==> src/rtl/zvs_pkg.sv <==
package zvs_pkg;

  // Strobes from the phase control to the ramp datapath
  typedef struct packed {
    logic loadLow;
    logic stepUp;
    logic stepDown;
  } rampCmd_t;

  // Threshold comparisons from the datapath back to the control
  typedef struct packed {
    logic atHigh;
    logic atLow;
    logic aboveMid;
  } rampStat_t;

endpackage

==> src/rtl/zvs_sync.sv <==
module zvs_sync #(
  parameter int unsigned WIDTH  = 2,
  parameter int unsigned STAGES = 2
) (
  input  logic             clk,
  input  logic             rstN,
  input  logic [WIDTH-1:0] asyncIn,
  output logic [WIDTH-1:0] syncOut
);

  logic [WIDTH-1:0] stage [STAGES];

  always_ff @(posedge clk or negedge rstN) begin
    if (!rstN) stage[0] <= '0;
    else       stage[0] <= asyncIn;
  end

  for (genvar s = 1; s < STAGES; s++) begin : g_stage
    always_ff @(posedge clk or negedge rstN) begin
      if (!rstN) stage[s] <= '0;
      else       stage[s] <= stage[s-1];
    end
  end

  assign syncOut = stage[STAGES-1];

endmodule

==> src/rtl/zvs_ramp_dp.sv <==
module zvs_ramp_dp
  import zvs_pkg::*;
#(
  parameter int unsigned CNT_W   = 12,
  parameter int unsigned STEP_W  = 8,
  parameter int unsigned LOW_TH  = 1000,
  parameter int unsigned MID_TH  = 1500,
  parameter int unsigned HIGH_TH = 3000
) (
  input  logic              clk,
  input  logic              rstN,
  input  rampCmd_t          cmd,
  input  logic [STEP_W-1:0] upStep,
  input  logic [STEP_W-1:0] downStep,
  output rampStat_t         stat
);

  localparam int unsigned EXT_W = CNT_W + 1;
  localparam logic [CNT_W-1:0] LOW_V  = CNT_W'(LOW_TH);
  localparam logic [CNT_W-1:0] MID_V  = CNT_W'(MID_TH);
  localparam logic [CNT_W-1:0] HIGH_V = CNT_W'(HIGH_TH);
  localparam logic [EXT_W-1:0] LOW_X  = EXT_W'(LOW_TH);
  localparam logic [EXT_W-1:0] HIGH_X = EXT_W'(HIGH_TH);

  logic [CNT_W-1:0] ramp;
  logic [CNT_W-1:0] rampNext;
  logic [EXT_W-1:0] rampX;
  logic [EXT_W-1:0] upX;
  logic [EXT_W-1:0] downX;
  logic [EXT_W-1:0] sumX;
  logic             floorHit;

  assign rampX    = {1'b0, ramp};
  assign upX      = EXT_W'(upStep);
  assign downX    = EXT_W'(downStep);
  assign sumX     = rampX + upX;
  assign floorHit = rampX < (LOW_X + downX);

  always_comb begin
    rampNext = ramp;
    if (cmd.loadLow) begin
      rampNext = LOW_V;
    end else if (cmd.stepUp) begin
      rampNext = (sumX >= HIGH_X) ? HIGH_V : sumX[CNT_W-1:0];
    end else if (cmd.stepDown) begin
      rampNext = floorHit ? LOW_V : (ramp - CNT_W'(downStep));
    end
  end

  always_ff @(posedge clk or negedge rstN) begin
    if (!rstN) ramp <= LOW_V;
    else       ramp <= rampNext;
  end

  assign stat.atHigh   = ramp >= HIGH_V;
  assign stat.atLow    = ramp <= LOW_V;
  assign stat.aboveMid = ramp > MID_V;


  excl_motion_chk: assert property (@(posedge clk) disable iff (!rstN)
    $onehot0({cmd.loadLow, cmd.stepUp, cmd.stepDown}));


  rise_bound_chk: assert property (@(posedge clk) disable iff (!rstN)
    cmd.stepUp |=> (ramp >= $past(ramp)) && (ramp <= HIGH_V));


  fall_bound_chk: assert property (@(posedge clk) disable iff (!rstN)
    cmd.stepDown |=> (ramp <= $past(ramp)) && (ramp >= LOW_V));

endmodule

==> src/rtl/zvs_phase_ctrl.sv <==
module zvs_phase_ctrl
  import zvs_pkg::*;
(
  input  logic      clk,
  input  logic      rstN,
  input  logic      driveEn,
  input  logic      zvdSync,
  input  logic      clSync,
  input  rampStat_t stat,
  output rampCmd_t  cmd,
  output logic      gateDrive,
  output logic      onPhase,
  output logic      clLatched
);

  logic drvQ, drvN;
  logic clQ, clN;
  logic gateQ, gateN;
  logic zvdAccept;

  assign zvdAccept = zvdSync && stat.aboveMid && !clQ;

  always_comb begin
    cmd  = '0;
    drvN = drvQ;
    clN  = clQ;
    if (!driveEn) begin
      cmd.loadLow = 1'b1;
      drvN        = 1'b0;
      clN         = 1'b0;
    end else if (!drvQ) begin
      clN = clQ | clSync;
      if (stat.atHigh || zvdAccept) begin
        drvN = 1'b1;
        clN  = 1'b0;
      end else begin
        cmd.stepUp = 1'b1;
      end
    end else begin
      if (clSync) begin
        clN         = 1'b1;
        drvN        = 1'b0;
        cmd.loadLow = 1'b1;
      end else if (stat.atLow) begin
        drvN = 1'b0;
      end else begin
        cmd.stepDown = 1'b1;
      end
    end
    gateN = drvN && !clN && driveEn;
  end

  always_ff @(posedge clk or negedge rstN) begin
    if (!rstN) begin
      drvQ  <= 1'b0;
      clQ   <= 1'b0;
      gateQ <= 1'b0;
    end else begin
      drvQ  <= drvN;
      clQ   <= clN;
      gateQ <= gateN;
    end
  end

  assign gateDrive = gateQ;
  assign onPhase   = drvQ;
  assign clLatched = clQ;


  high_sets_drive_chk: assert property (@(posedge clk) disable iff (!rstN)
    driveEn && !drvQ && stat.atHigh |=> drvQ);


  zvd_masked_chk: assert property (@(posedge clk) disable iff (!rstN)
    driveEn && !drvQ && !stat.atHigh && !stat.aboveMid |=> !drvQ);


  cl_collapse_chk: assert property (@(posedge clk) disable iff (!rstN)
    driveEn && drvQ && clSync |=> !gateQ && !drvQ && clQ);


  cl_hold_chk: assert property (@(posedge clk) disable iff (!rstN)
    driveEn && !drvQ && clQ && !stat.atHigh |=> !drvQ && clQ);


  idle_chk: assert property (@(posedge clk) disable iff (!rstN)
    !driveEn |=> !gateQ && !drvQ && !clQ);

endmodule

==> src/rtl/zvs_timing_ctrl.sv <==
module zvs_timing_ctrl
  import zvs_pkg::*;
#(
  parameter int unsigned CNT_W   = 12,
  parameter int unsigned STEP_W  = 8,
  parameter int unsigned LOW_TH  = 1000,
  parameter int unsigned MID_TH  = 1500,
  parameter int unsigned HIGH_TH = 3000,
  parameter int unsigned SYNC_N  = 2
) (
  input  logic              clk,
  input  logic              rstN,
  input  logic              driveEn,
  input  logic              zvdRaw,
  input  logic              clRaw,
  input  logic [STEP_W-1:0] upStep,
  input  logic [STEP_W-1:0] downStep,
  output logic              gateDrive,
  output logic              onPhase,
  output logic              clLatched
);

  logic [1:0] flagSync;
  rampCmd_t   cmd;
  rampStat_t  stat;

  zvs_sync #(.WIDTH(2), .STAGES(SYNC_N)) u_sync (
    .clk     (clk),
    .rstN    (rstN),
    .asyncIn ({zvdRaw, clRaw}),
    .syncOut (flagSync)
  );

  zvs_ramp_dp #(
    .CNT_W(CNT_W), .STEP_W(STEP_W),
    .LOW_TH(LOW_TH), .MID_TH(MID_TH), .HIGH_TH(HIGH_TH)
  ) u_dp (
    .clk      (clk),
    .rstN     (rstN),
    .cmd      (cmd),
    .upStep   (upStep),
    .downStep (downStep),
    .stat     (stat)
  );

  zvs_phase_ctrl u_ctrl (
    .clk       (clk),
    .rstN      (rstN),
    .driveEn   (driveEn),
    .zvdSync   (flagSync[1]),
    .clSync    (flagSync[0]),
    .stat      (stat),
    .cmd       (cmd),
    .gateDrive (gateDrive),
    .onPhase   (onPhase),
    .clLatched (clLatched)
  );


  off_gate_low_chk: assert property (@(posedge clk) disable iff (!rstN)
    !onPhase |-> !gateDrive);

endmodule

==> config.mk <==
export PLATFORM = sky130hd
export DESIGN_NAME = zvs_timing_ctrl
export DESIGN_NICKNAME = d
export VERILOG_FILES = /design/src/rtl/zvs_pkg.sv /design/src/rtl/zvs_sync.sv /design/src/rtl/zvs_ramp_dp.sv /design/src/rtl/zvs_phase_ctrl.sv /design/src/rtl/zvs_timing_ctrl.sv
export SDC_FILE = /design/constraint.sdc
export NUM_CORES = 1
export LEC_CHECK = 0
export ABC_AREA = 0
export BUFFER_PORTS_ARGS = -buffer_cell sky130_fd_sc_hd__buf_4
export CORE_MARGIN = 2
export CORE_UTILIZATION = 64
export DETAILED_ROUTE_END_ITERATION = 8
export PLACE_DENSITY = 0.86
export SLEW_MARGIN = 20
export SYNTH_ARGS = -nofsm -noshare
export SYNTH_HDL_FRONTEND = slang
export SYNTH_SLANG_ARGS = --single-unit
==> constraint.sdc <==
create_clock -name clk -period 5.7 [get_ports clk]
set_input_delay 1.14 -clock clk [delete_from_list [all_inputs] [get_ports clk]]
set_output_delay 1.14 -clock clk [all_outputs]
set_load 0.005 [all_outputs]
==> results_dict.tcl <==
set metrics [dict create \
    crit_path_dat_ns 4.06 \
    detailed_place_hpwl_um 4370 \
    pwr-share-comb_pct 66.9 \
    insertion_delay_ns 0.30 \
    die_height_um 62.8 \
    ir_worst_vdd_v 0.000254 \
    hp-class "reg -> reg" \
    tightest_slew_ns 0.886 \
    cts_made_buffers 3 \
    antenna_violations_before_repair 0 \
    drcViolationCount 0 \
    critical-path-slowest-cell "a21oi_1" \
    drt-pass1-iter-count 4 \
    power.leakage_nw 1.11 \
    clock_tree.htree_level_count 1 \
    antenna_left 0 \
    setup_total_negative_slack_ns 0 \
    critPathLaunchType "input port" \
    synth-edff-count 0 \
    finalCritPeriodShare_pct 68.3 \
    post_synth_inst_count 269 \
    crit_path_cell_trace "buf_4, ha_1, fa_1, a211oi_4, nor4b_1, or3b_1, o32ai_1, o311ai_2, a21oi_1, o21a_1, o41ai_2" \
    finalNetCount 337 \
    criticalPathCategory "in -> reg" \
    switching_share_pct 50.6 \
    dp_slack_ns 1.49 \
    cp-startpoint "upStep[0]" \
    timing.slew.headroom_pct 40.5 \
    timing.critical_path.slowest_cell_delay_ns 0.68 \
    worst-endpoint-required_ns 5.87 \
    vias_in_the_first_global_route 2158 \
    timing.hold.ws_ns 0.362 \
    timing.critical_path.max_delay_family "compound AO/OA/AOI/OAI gates" \
    wl_per_cell_um 16.7 \
    yosys_register_bits 19 \
    drive_above_1_share_pct 15.6 \
    power.density_cell_area_nw_per_um2 442 \
    track_usage_pct 30.3 \
    drt-total-wl_um 5560 \
    ys.flop_type "dfrtp_1" \
    post_cts_resize_count 0 \
    most-common-layout-cells "27 x a21oi_1, 25 x ha_1, 23 x buf_4" \
    drt-initial-drc-count 158 \
    utilization_pct 72.8 \
    critPathMaxFanout 11 \
    timing.reg2reg.setup_slack_ns 2.28 \
    syn_nets 317 \
    cts_setup_buffers 0 \
    p_clk_share_pct 6.4 \
    tritoncts_num_sinks 19 \
    setup-violations-final 0 \
    first_pass_grt_wire_length_um 9700 \
    max-cap-violations 0 \
    cts_buffer_depth 2 \
    post_synth.cell_area_avg_sq_um 8.23 \
    overflow 0 \
    post-route-min-period_ns 3.90 \
    synth.cell_area_sq_um 2210 \
    cts_root_buffer "clkbuf_4" \
    filler_cell_count 277 \
    hold_viol 0 \
    min_delay_src "u_sync.stage[3]" \
    dr_total_vias 2166 \
    setup_repair_after_global_routing_missed_its_margin "false" \
    antenna-diode-count 0 \
    gp_congestion 0.924 \
    start_util_pct 66.4 \
    stdcell_area_sq_um 2430 \
    clock_tree_from_tritoncts "done" \
    ys_warn_count 0 \
    timing.critical_path.buf_inv 1 \
    row_count 21 \
    areaGrowthSynthToFinish_pct 9.72 \
    clock_skew_ns 0.00361 \
    power.internal_mw 0.531 \
    worst_r2r_startpoint "u_dp.ramp[4]" \
    via_per_inst 6.49 \
    cts-hold-fix-buffers 0 \
    top_level_ports 24 \
    fmaxAchievable_mhz 257 \
    postPlaceCellArea_sq_um 2400 \
    netlist-cell-type-count 62 \
    final_count_of_pins_violating_max_slew 0 \
    grt_max_degree 20 \
    clk_pin_slew_worst_paths_ns 0.11 \
    timing.critical_path.to_type "flip-flop" \
    die_width_um 62.8 \
    die_area_sq_um 3950 \
    synth.yosys.seq_area_share_pct 21.8 \
    core_area_sq_um 3340 \
    switchingPower_mw 0.544 \
    outcome "finished, final reports clean" \
    layout.cells.most_common "a21oi_1" \
    seq_power_share_pct 26.7 \
    numPortBuffers 23 \
    final_critical_path_setup_slack_ns 1.80 \
    postSynth.asyncResetShare_pct 100 \
]
==> routing by layer <==
metal	track usage [%]	vias to the layer above	wire length [um]
met5	0	-	0
met4	12.5	0	110
met3	3.42	15	324
met2	52.0	77	2790
met1	38.8	1012	2330
li1	-	1062	-
==> metrics by stage <==
step,power (mW),std cells
floorplan,0.821,269
global placement,0.969,330
detailed placement,0.989,330
CTS,1.06,334
global route,1.18,334
finish,1.07,334
==> power groups by stage <==
stage	logic [mW]	clock network, mW	registers [mW]
finish	0.719	0.0690	0.287
global route	0.809	0.0756	0.293
CTS	0.711	0.0703	0.281
detailed placement	0.705	0	0.284
global placement	0.688	0	0.281
floorplan	0.593	0	0.229
==> flip-flops by register name, summed over array words and instances, names as in the netlist <==
| signal | flops |
|---|---|
| u_ctrl.onPhase | 1 |
| u_dp.ramp | 12 |
| u_sync.stage | 2 |
| u_ctrl.gateDrive | 1 |
| u_sync.syncOut | 2 |
| u_ctrl.clLatched | 1 |
==> cell usage after synthesis, types with 4 or more instances <==
| master | n | area, sq um |
|---|---|---|
| inv_1 | 17 | 63.8 |
| o211ai_1 | 10 | 75.1 |
| nand3_1 | 10 | 50.1 |
| nor2_1 | 14 | 52.6 |
| nand3b_1 | 5 | 37.5 |
| nor3_1 | 7 | 35.0 |
| o21ai_0 | 5 | 25.0 |
| ha_1 | 25 | 313 |
| a21oi_1 | 27 | 135 |
| xnor2_1 | 8 | 70.1 |
| o22ai_1 | 4 | 25.0 |
| and3_1 | 9 | 56.3 |
| o21a_1 | 4 | 30.0 |
| nand2_1 | 20 | 75.1 |
| xor2_1 | 5 | 43.8 |
| dfstp_2 | 6 | 158 |
| a211oi_1 | 4 | 30.0 |
| nor4_1 | 4 | 25.0 |
| dfrtp_1 | 13 | 325 |
| buf_2 | 4 | 20.0 |
| a21o_1 | 5 | 37.5 |
==> cells by family after synthesis <==
logic type	Yosys count	share of synthesized area [%]
flip-flops	19	21.8
buffers and inverters	26	4.97
adder cells (fa/ha/maj)	27	15.9
AND/OR/NAND/NOR	92	22.3
multiplexers	1	0.452
AO/OA/AOI/OAI	91	29.4
XOR/XNOR	13	5.14
==> area by class of cell <==
type / instances / area, sq um / share of cell area, %
repair buffers: 23 / 173 / 7.11
inverters: 18 / 67.6 / 2.78
clock inverters: 1 / 5.00 / 0.206
clock buffers: 3 / 22.5 / 0.927
well taps: 46 / 57.6 / 2.37
flip-flops and latches: 19 / 483 / 19.9
multi-input cells: 224 / 1620 / 66.7
==> final timing paths <==
kind,depth (start not counted),end
min in group asynchronous,1,u_dp.ramp[10]
min reg2reg,0,u_sync.syncOut[1]
max in group asynchronous,1,u_dp.ramp[8]
max reg2reg,9,u_dp.ramp[4]
min,0,u_sync.syncOut[1]
max,11,u_dp.ramp[4]
(Power assumes the default switching activity.)
